## config.mk

```make
export PLATFORM = sky130hd
export DESIGN_NAME = nand_ecc_gen
export DESIGN_NICKNAME = d
export VERILOG_FILES = /design/src/rtl/nand_ecc_pkg.sv /design/src/rtl/ecc_seg_acc.sv /design/src/rtl/ecc_col_fold.sv /design/src/rtl/ecc_result_seq.sv /design/src/rtl/nand_ecc_gen.sv
export SDC_FILE = /design/constraint.sdc
export NUM_CORES = 1
export LEC_CHECK = 0
export BUFFER_PORTS_ARGS = -buffer_cell sky130_fd_sc_hd__buf_2
export CAP_MARGIN = 20
export CORE_UTILIZATION = 58
export CTS_BUF_LIST = sky130_fd_sc_hd__clkbuf_16
export DETAILED_ROUTE_END_ITERATION = 16
export GPL_TIMING_DRIVEN = 0
export PLACE_DENSITY = 0.88
export SYNTH_ARGS = -nofsm -noshare
export SYNTH_HDL_FRONTEND = slang
export SYNTH_HIERARCHICAL = 1
export SYNTH_SLANG_ARGS = --single-unit
```

## constraint.sdc

```tcl
create_clock -name clk_i -period 4.6 [get_ports clk_i]
set_input_delay 1.15 -clock clk_i [delete_from_list [all_inputs] [get_ports clk_i]]
set_output_delay 1.15 -clock clk_i [all_outputs]
set_load 0.05 [all_outputs]
```

## src/rtl/nand_ecc_pkg.sv

```systemverilog
package nand_ecc_pkg;
  typedef enum logic [1:0] {
    MODE_DATA   = 2'd0,
    MODE_RESET  = 2'd1,
    MODE_CALC   = 2'd2,
    MODE_RESULT = 2'd3
  } ecc_mode_e;
endpackage

```

## src/rtl/ecc_seg_acc.sv

```systemverilog
module ecc_seg_acc #(
  parameter int LANES = 2,
  parameter int AW    = 8
) (
  input  logic                         clk_i,
  input  logic                         rst_ni,
  input  logic                         clr_i,
  input  logic [LANES-1:0]             en_i,
  input  logic [LANES-1:0][AW-1:0]     off_i,
  input  logic [LANES-1:0][7:0]        byte_i,
  output logic [2*AW-1:0]              lp_o,
  output logic [7:0]                   col_o
);
  logic [AW-1:0]    lo_q, hi_q, lo_d, hi_d;
  logic [7:0]       col_q, col_d;
  logic [LANES-1:0] par;

  for (genvar l = 0; l < LANES; l++) begin : g_par
    assign par[l] = ^byte_i[l];
  end

  always_comb begin
    lo_d  = lo_q;
    hi_d  = hi_q;
    col_d = col_q;
    for (int l = 0; l < LANES; l++) begin
      if (en_i[l]) begin
        col_d = col_d ^ byte_i[l];
        for (int k = 0; k < AW; k++) begin
          if (off_i[l][k]) hi_d[k] = hi_d[k] ^ par[l];
          else             lo_d[k] = lo_d[k] ^ par[l];
        end
      end
    end
  end

  always_ff @(posedge clk_i or negedge rst_ni) begin
    if (!rst_ni) begin
      lo_q  <= '0;
      hi_q  <= '0;
      col_q <= '0;
    end else if (clr_i) begin
      lo_q  <= '0;
      hi_q  <= '0;
      col_q <= '0;
    end else begin
      lo_q  <= lo_d;
      hi_q  <= hi_d;
      col_q <= col_d;
    end
  end

  for (genvar k = 0; k < AW; k++) begin : g_lp
    assign lp_o[2*k]   = lo_q[k];
    assign lp_o[2*k+1] = hi_q[k];
  end
  assign col_o = col_q;


  seg_clear_chk: assert property (@(posedge clk_i) disable iff (!rst_ni)
    clr_i |=> (lp_o == '0) && (col_o == '0));

  seg_hold_chk: assert property (@(posedge clk_i) disable iff (!rst_ni)
    (!clr_i && en_i == '0) |=> $stable(lp_o) && $stable(col_o));
endmodule

```

## src/rtl/ecc_col_fold.sv

```systemverilog
module ecc_col_fold (
  input  logic [7:0] col_i,
  output logic [7:0] code_o
);
  logic [5:0] cp;

  always_comb begin
    cp = '0;
    for (int j = 0; j < 3; j++) begin
      for (int i = 0; i < 8; i++) begin
        if (((i >> j) & 1) != 0) cp[2*j+1] = cp[2*j+1] ^ col_i[i];
        else                     cp[2*j]   = cp[2*j]   ^ col_i[i];
      end
    end
  end

  assign code_o = {cp, 2'b11};
endmodule

```

## src/rtl/ecc_result_seq.sv

```systemverilog
module ecc_result_seq #(
  parameter int LPW = 16
) (
  input  logic           clk_i,
  input  logic           rst_ni,
  input  logic           clr_i,
  input  logic           adv_i,
  input  logic [LPW-1:0] s0_lp_i,
  input  logic [LPW-1:0] s1_lp_i,
  input  logic [7:0]     s0_col_i,
  input  logic [7:0]     s1_col_i,
  output logic [15:0]    word_o,
  output logic           last_o
);
  localparam int HB = LPW / 2;

  logic [1:0] idx_q;

  always_ff @(posedge clk_i or negedge rst_ni) begin
    if (!rst_ni)                      idx_q <= '0;
    else if (clr_i)                   idx_q <= '0;
    else if (adv_i && idx_q != 2'd3)  idx_q <= idx_q + 2'd1;
  end

  always_comb begin
    unique case (idx_q)
      2'd0:    word_o = {s0_lp_i[LPW-1:HB], s0_lp_i[HB-1:0]};
      2'd1:    word_o = {s1_lp_i[HB-1:0], s0_col_i};
      2'd2:    word_o = {s1_col_i, s1_lp_i[LPW-1:HB]};
      default: word_o = 16'hFFFF;
    endcase
  end

  assign last_o = adv_i && (idx_q == 2'd2);


  idx_step_chk: assert property (@(posedge clk_i) disable iff (!rst_ni)
    (adv_i && !clr_i && idx_q != 2'd3) |=> idx_q == $past(idx_q) + 2'd1);

  idx_sticky_chk: assert property (@(posedge clk_i) disable iff (!rst_ni)
    (idx_q == 2'd3 && !clr_i) |=> word_o == 16'hFFFF);
endmodule

```

## src/rtl/nand_ecc_gen.sv

```systemverilog
module nand_ecc_gen
  import nand_ecc_pkg::*;
#(
  parameter int SEG_BYTES = 256,
  parameter int LANES     = 2
) (
  input  logic               clk_i,
  input  logic               rst_ni,
  input  logic               mode_we_i,
  input  logic [1:0]         mode_i,
  input  logic [LANES-1:0]   bvld_i,
  input  logic [8*LANES-1:0] data_i,
  input  logic               rd_i,
  output logic [1:0]         mode_o,
  output logic [15:0]        ecc_word_o
);
  localparam int SEGS       = 2;
  localparam int PAGE_BYTES = SEG_BYTES * SEGS;
  localparam int AW         = $clog2(SEG_BYTES);
  localparam int CW         = $clog2(PAGE_BYTES + LANES);
  localparam int SW         = CW - AW;

  ecc_mode_e mode_q;
  logic [CW-1:0] cnt_q;
  logic          dummy_q;
  logic          clr, xfer, acc_en, adv, last;

  logic [LANES-1:0][CW-1:0] lane_addr;
  logic [LANES-1:0][AW-1:0] lane_off;
  logic [LANES-1:0][7:0]    lane_byte;
  logic [LANES-1:0]         take;

  logic [SEGS-1:0][LANES-1:0] seg_en;
  logic [SEGS-1:0][2*AW-1:0]  seg_lp;
  logic [SEGS-1:0][7:0]       seg_col;
  logic [SEGS-1:0][7:0]       seg_code;

  assign clr    = mode_we_i && (mode_i == MODE_RESET);
  assign xfer   = |bvld_i;
  assign acc_en = (mode_q == MODE_CALC) && !dummy_q;
  assign adv    = rd_i && (mode_q == MODE_RESULT);

  // lanes take consecutive offsets, lowest valid lane first
  always_comb begin
    logic [CW-1:0] run;
    run = cnt_q;
    for (int l = 0; l < LANES; l++) begin
      lane_addr[l] = run;
      run = run + CW'(bvld_i[l]);
    end
  end

  for (genvar l = 0; l < LANES; l++) begin : g_lane
    assign lane_byte[l] = data_i[8*l +: 8];
    assign lane_off[l]  = lane_addr[l][AW-1:0];
    assign take[l]      = acc_en && bvld_i[l] && (lane_addr[l] < CW'(PAGE_BYTES));
  end

  for (genvar s = 0; s < SEGS; s++) begin : g_seg
    for (genvar l = 0; l < LANES; l++) begin : g_sel
      assign seg_en[s][l] = take[l] && (lane_addr[l][CW-1:AW] == SW'(s));
    end

    ecc_seg_acc #(.LANES(LANES), .AW(AW)) u_acc (
      .clk_i  (clk_i),
      .rst_ni (rst_ni),
      .clr_i  (clr),
      .en_i   (seg_en[s]),
      .off_i  (lane_off),
      .byte_i (lane_byte),
      .lp_o   (seg_lp[s]),
      .col_o  (seg_col[s])
    );

    ecc_col_fold u_fold (
      .col_i  (seg_col[s]),
      .code_o (seg_code[s])
    );
  end

  ecc_result_seq #(.LPW(2*AW)) u_seq (
    .clk_i    (clk_i),
    .rst_ni   (rst_ni),
    .clr_i    (clr),
    .adv_i    (adv),
    .s0_lp_i  (seg_lp[0]),
    .s1_lp_i  (seg_lp[1]),
    .s0_col_i (seg_code[0]),
    .s1_col_i (seg_code[1]),
    .word_o   (ecc_word_o),
    .last_o   (last)
  );

  always_ff @(posedge clk_i or negedge rst_ni) begin
    if (!rst_ni) begin
      mode_q  <= MODE_DATA;
      cnt_q   <= '0;
      dummy_q <= 1'b0;
    end else begin
      if (mode_we_i) mode_q <= ecc_mode_e'(mode_i);
      else if (last) mode_q <= MODE_DATA;

      if (clr)         dummy_q <= 1'b1;
      else if (xfer)   dummy_q <= 1'b0;

      if (clr)         cnt_q <= '0;
      else if (acc_en) cnt_q <= cnt_q + CW'($countones(take));
    end
  end

  assign mode_o = mode_q;


  cnt_bound_chk: assert property (@(posedge clk_i) disable iff (!rst_ni)
    cnt_q <= CW'(PAGE_BYTES));

  cnt_clear_chk: assert property (@(posedge clk_i) disable iff (!rst_ni)
    clr |=> cnt_q == '0);

  dummy_skip_chk: assert property (@(posedge clk_i) disable iff (!rst_ni)
    (dummy_q && xfer && !clr) |=> $stable(cnt_q) && !dummy_q);

  idle_hold_chk: assert property (@(posedge clk_i) disable iff (!rst_ni)
    (mode_q != MODE_CALC && !clr) |=> $stable(cnt_q));

  mode_restore_chk: assert property (@(posedge clk_i) disable iff (!rst_ni)
    (last && !mode_we_i) |=> mode_o == MODE_DATA);

  seg_onehot_chk: assert property (@(posedge clk_i) disable iff (!rst_ni)
    $onehot0({seg_en[0][0], seg_en[1][0]}) && $onehot0({seg_en[0][1], seg_en[1][1]}));
endmodule

```

==> flow_summary.json <==
{
  "p_total_w": 0.00275,
  "synth_top_area_share_pct": 30.5,
  "reg2reg_depth": 10,
  "yosysUniqueCellTypes": 49,
  "io_buffers": 41,
  "arrival_ps": 4180,
  "via_count": 4183,
  "floorplan.rows": 34,
  "yosysTopAreaCell": "dfrtp_1",
  "grt_setup_unrepaired": "false",
  "dr.pass1.iters": 5,
  "grt_pass1_wl_um": 20700,
  "layout_min_cycle_time_ps": 3930,
  "reg2reg_slack_ps": 1010,
  "power_frac_seq_pct": 28.0,
  "status": "complete, no violations",
  "cts_resized": 0,
  "cp-start-kind": "input port",
  "htree_levels": 3,
  "pwr-share-clk_pct": 24.2,
  "antenna_cells": 0,
  "reg2reg_to": "g_seg[0].u_acc/lo_q[5]",
  "nNetsFinal": 633,
  "period_share_pct": 85.4,
  "start_util_pct": 59.6,
  "min_path_cells": 2,
  "die-area_um2": 9310,
  "peakVddDrop_v": 0.000271,
  "die_h_um": 96.5,
  "finalWirelength_um": 13200,
  "utilization_pct": 67.1,
  "synth_edf_count": 0,
  "pin_count": 42,
  "clk_path_buf_depth": 2,
  "antenna_found_initial": 0,
  "worst_pin_slew_ps": 873,
  "synth_cells": 546,
  "holdCritPathClass": "register to register",
  "pwr-share-comb_pct": 47.8,
  "yosys-top-cells-area": "dfrtp_1 30%, xnor3_1 14%, xnor2_1 11%, nand2_1 7.0%, nor2_1 6.3%",
  "powerDensity_nw_per_um2": 472,
  "routedWlPerCell_um": 18.5,
  "p_leak_nw": 2.51,
  "cts.sinks": 63,
  "crit_fanout": 10,
  "finalMaxSlewViolations": 0,
  "holdBufCountCts": 0,
  "place_ws_ps": 471,
  "grt_pass1_vias": 3926,
  "yosys_register_bits": 63,
  "async_reset_ff_share_pct": 100,
  "path_class": "input port to register",
  "grt_max_degree": 64,
  "clk_pin_slew_ps": 60,
  "slew_headroom_pct": 41.4,
  "coreArea_um2": 8680,
  "routed_via_density": 5.86,
  "hpwl_um": 9300,
  "syn2layout_area_growth_pct": 12.5,
  "internal-power_w": 0.00157,
  "ant_nets": 0,
  "tritoncts.num_buffers": 9,
  "hold_viol_final": 0,
  "worst_hold_slack_ps": 538,
  "required_ps": 4850,
  "first_iter_violations": 395,
  "hold_end": "dummy_q",
  "avgSynthCellArea_um2": 9.48,
  "yosysWarningCount": 6,
  "skew_ps": 9.39,
  "ys_seq_area_share_pct": 30.5,
  "grt_overflow_total": 0,
  "p_sw_w": 0.00117,
  "finalWorstSetupSlack_ps": 671,
  "tns_ps": 0,
  "drc_errors": 0,
  "yosys_most_used_dff": "dfrtp_1",
  "final-setup-viol-count": 0,
  "clk_latency_ps": 330,
  "gp_congestion": 0.940,
  "die_width_um": 96.5,
  "hold_path.startpoint": "dummy_q",
  "endpoint_kind": "register",
  "reg2reg_from": "cnt_q[0]",
  "cts_setup_buffers": 0,
  "syn_area_um2": 5180,
  "drv_cap": 0,
  "grt_use_total_pct": 30.6,
  "cts_tree": "yes",
  "cts_root_buffer": "clkbuf_16",
  "swShare_pct": 42.7,
  "fmax_mhz": 255,
  "drive_above_1_share_pct": 17.0
}
==> layout make-up <==
| class | instances | area (um^2) |
|---|---|---|
| sequential | 63 | 1580 |
| multi-input combinational | 445 | 3360 |
| clock inverter | 7 | 65.1 |
| clock buffer | 9 | 225 |
| buffer | 33 | 221 |
| tap | 108 | 135 |
| fill | 671 | 2860 |
| timing repair buffer | 42 | 211 |
| inverter | 7 | 26.3 |
==> placed cells by master, fill, tap and decap left out, types with 2 or more instances in the layout <==
cell type and instances:
nand2_1 96, nor2_1 87, xnor2_1 65, dfrtp_1 63, buf_2 47, xnor3_1 32, nor3b_1 28, xor2_1 24
a21oi_1 22, clkbuf_1 12, a22oi_2 10, clkbuf_16 9, inv_1 7, ha_1 7, buf_4 7, o31ai_1 6
buf_6 6, xor2_2 6, a22oi_1 6, nor3b_2 5, nand3_1 4, nand4_1 4, o21ai_0 4, conb_1 4
and2_1 3, or4_1 3, clkinv_2 3, nor3_1 2, nand3b_1 2, nand4bb_1 2, or3_1 2, or2b_1 2
nor4_1 2, mux2i_1 2, xnor2_2 2
==> power groups by stage <==
stage          sequential, W  clock [W]  combinational [W]
4_1_cts             0.000769   0.000671            0.00130
5_1_grt             0.000781   0.000701            0.00139
6_report            0.000770   0.000664            0.00131
3_5_place_dp        0.000776          0            0.00129
2_1_floorplan       0.000750          0            0.00102
3_3_place_gp        0.000771          0            0.00127
==> cell families (layout without fill, tap and decap cells) <==
logic type / Yosys count / count (layout) / synth area share, %
xor+xnor: 129 / 129 / 31.5
compound gates: 52 / 52 / 7.35
fa+ha+maj: 8 / 8 / 2.08
other cells: 2 / 4 / 0.145
simple gates: 249 / 249 / 23.0
flops: 63 / 63 / 30.5
mux: 3 / 3 / 0.677
buf+inv: 40 / 98 / 4.79
==> per-layer routing <==
layer,vias to the layer above,GRT usage [%],wire length (um)
li1,1902,-,-
met2,243,49.1,6260
met1,1995,41.2,5480
met4,0,12.0,379
met5,-,0,0
met3,43,5.48,1110
==> state kept, by name (all words and copies together), names as in the netlist <==
name and flops:
u_seq/idx_q 2, g_seg.u_acc/hi_q 16, g_seg.u_acc/col_o 16, dummy_q 1
mode_o 2, cnt_q 10, g_seg.u_acc/lo_q 16
==> how the worst max path moves through the flow <==
stage                   start                 endpoint  slack (ps)  cells after the start
finish              bvld_i[0]   g_seg[0].u_acc/lo_q[5]         670                     11
global route        bvld_i[0]   g_seg[0].u_acc/lo_q[4]         490                     11
CTS                 bvld_i[0]   g_seg[0].u_acc/lo_q[5]         770                     11
detailed placement  bvld_i[0]   g_seg[0].u_acc/lo_q[5]         470                     11
global placement    bvld_i[0]   g_seg[0].u_acc/lo_q[4]          10                     10
floorplan           bvld_i[0]  g_seg[0].u_acc/col_o[0]        1150                     10
==> stage by stage <==
step	std cells	area [um^2]
finish	714	5820
global route	714	5820
CTS	714	5820
detailed placement	698	5530
global placement	697	5520
floorplan	548	5180
==> synth_stat cells (6+ instances only) <==
cell type / number
inv_1: 6
a21oi_1: 22
nand2_1: 96
ha_1: 7
nor2_1: 87
xor2_1: 24
nor3b_1: 28
xnor2_1: 65
xnor3_1: 32
xor2_2: 6
buf_2: 7
dfrtp_1: 63
clkbuf_1: 12
o31ai_1: 6
buf_4: 6
a22oi_1: 6
buf_6: 6
a22oi_2: 10
==> critical path: stages <==
cell and delay (ps):
buf_2 100, ha_1 190, ha_1 190, nand3_1 170, o21a_1 250, a2111oi_1 800
buf_1 240, clkbuf_1 400, nor3b_1 340, xnor3_1 260, nor2_1 90
No activity file was read; power rests on OpenSTA's default activity.
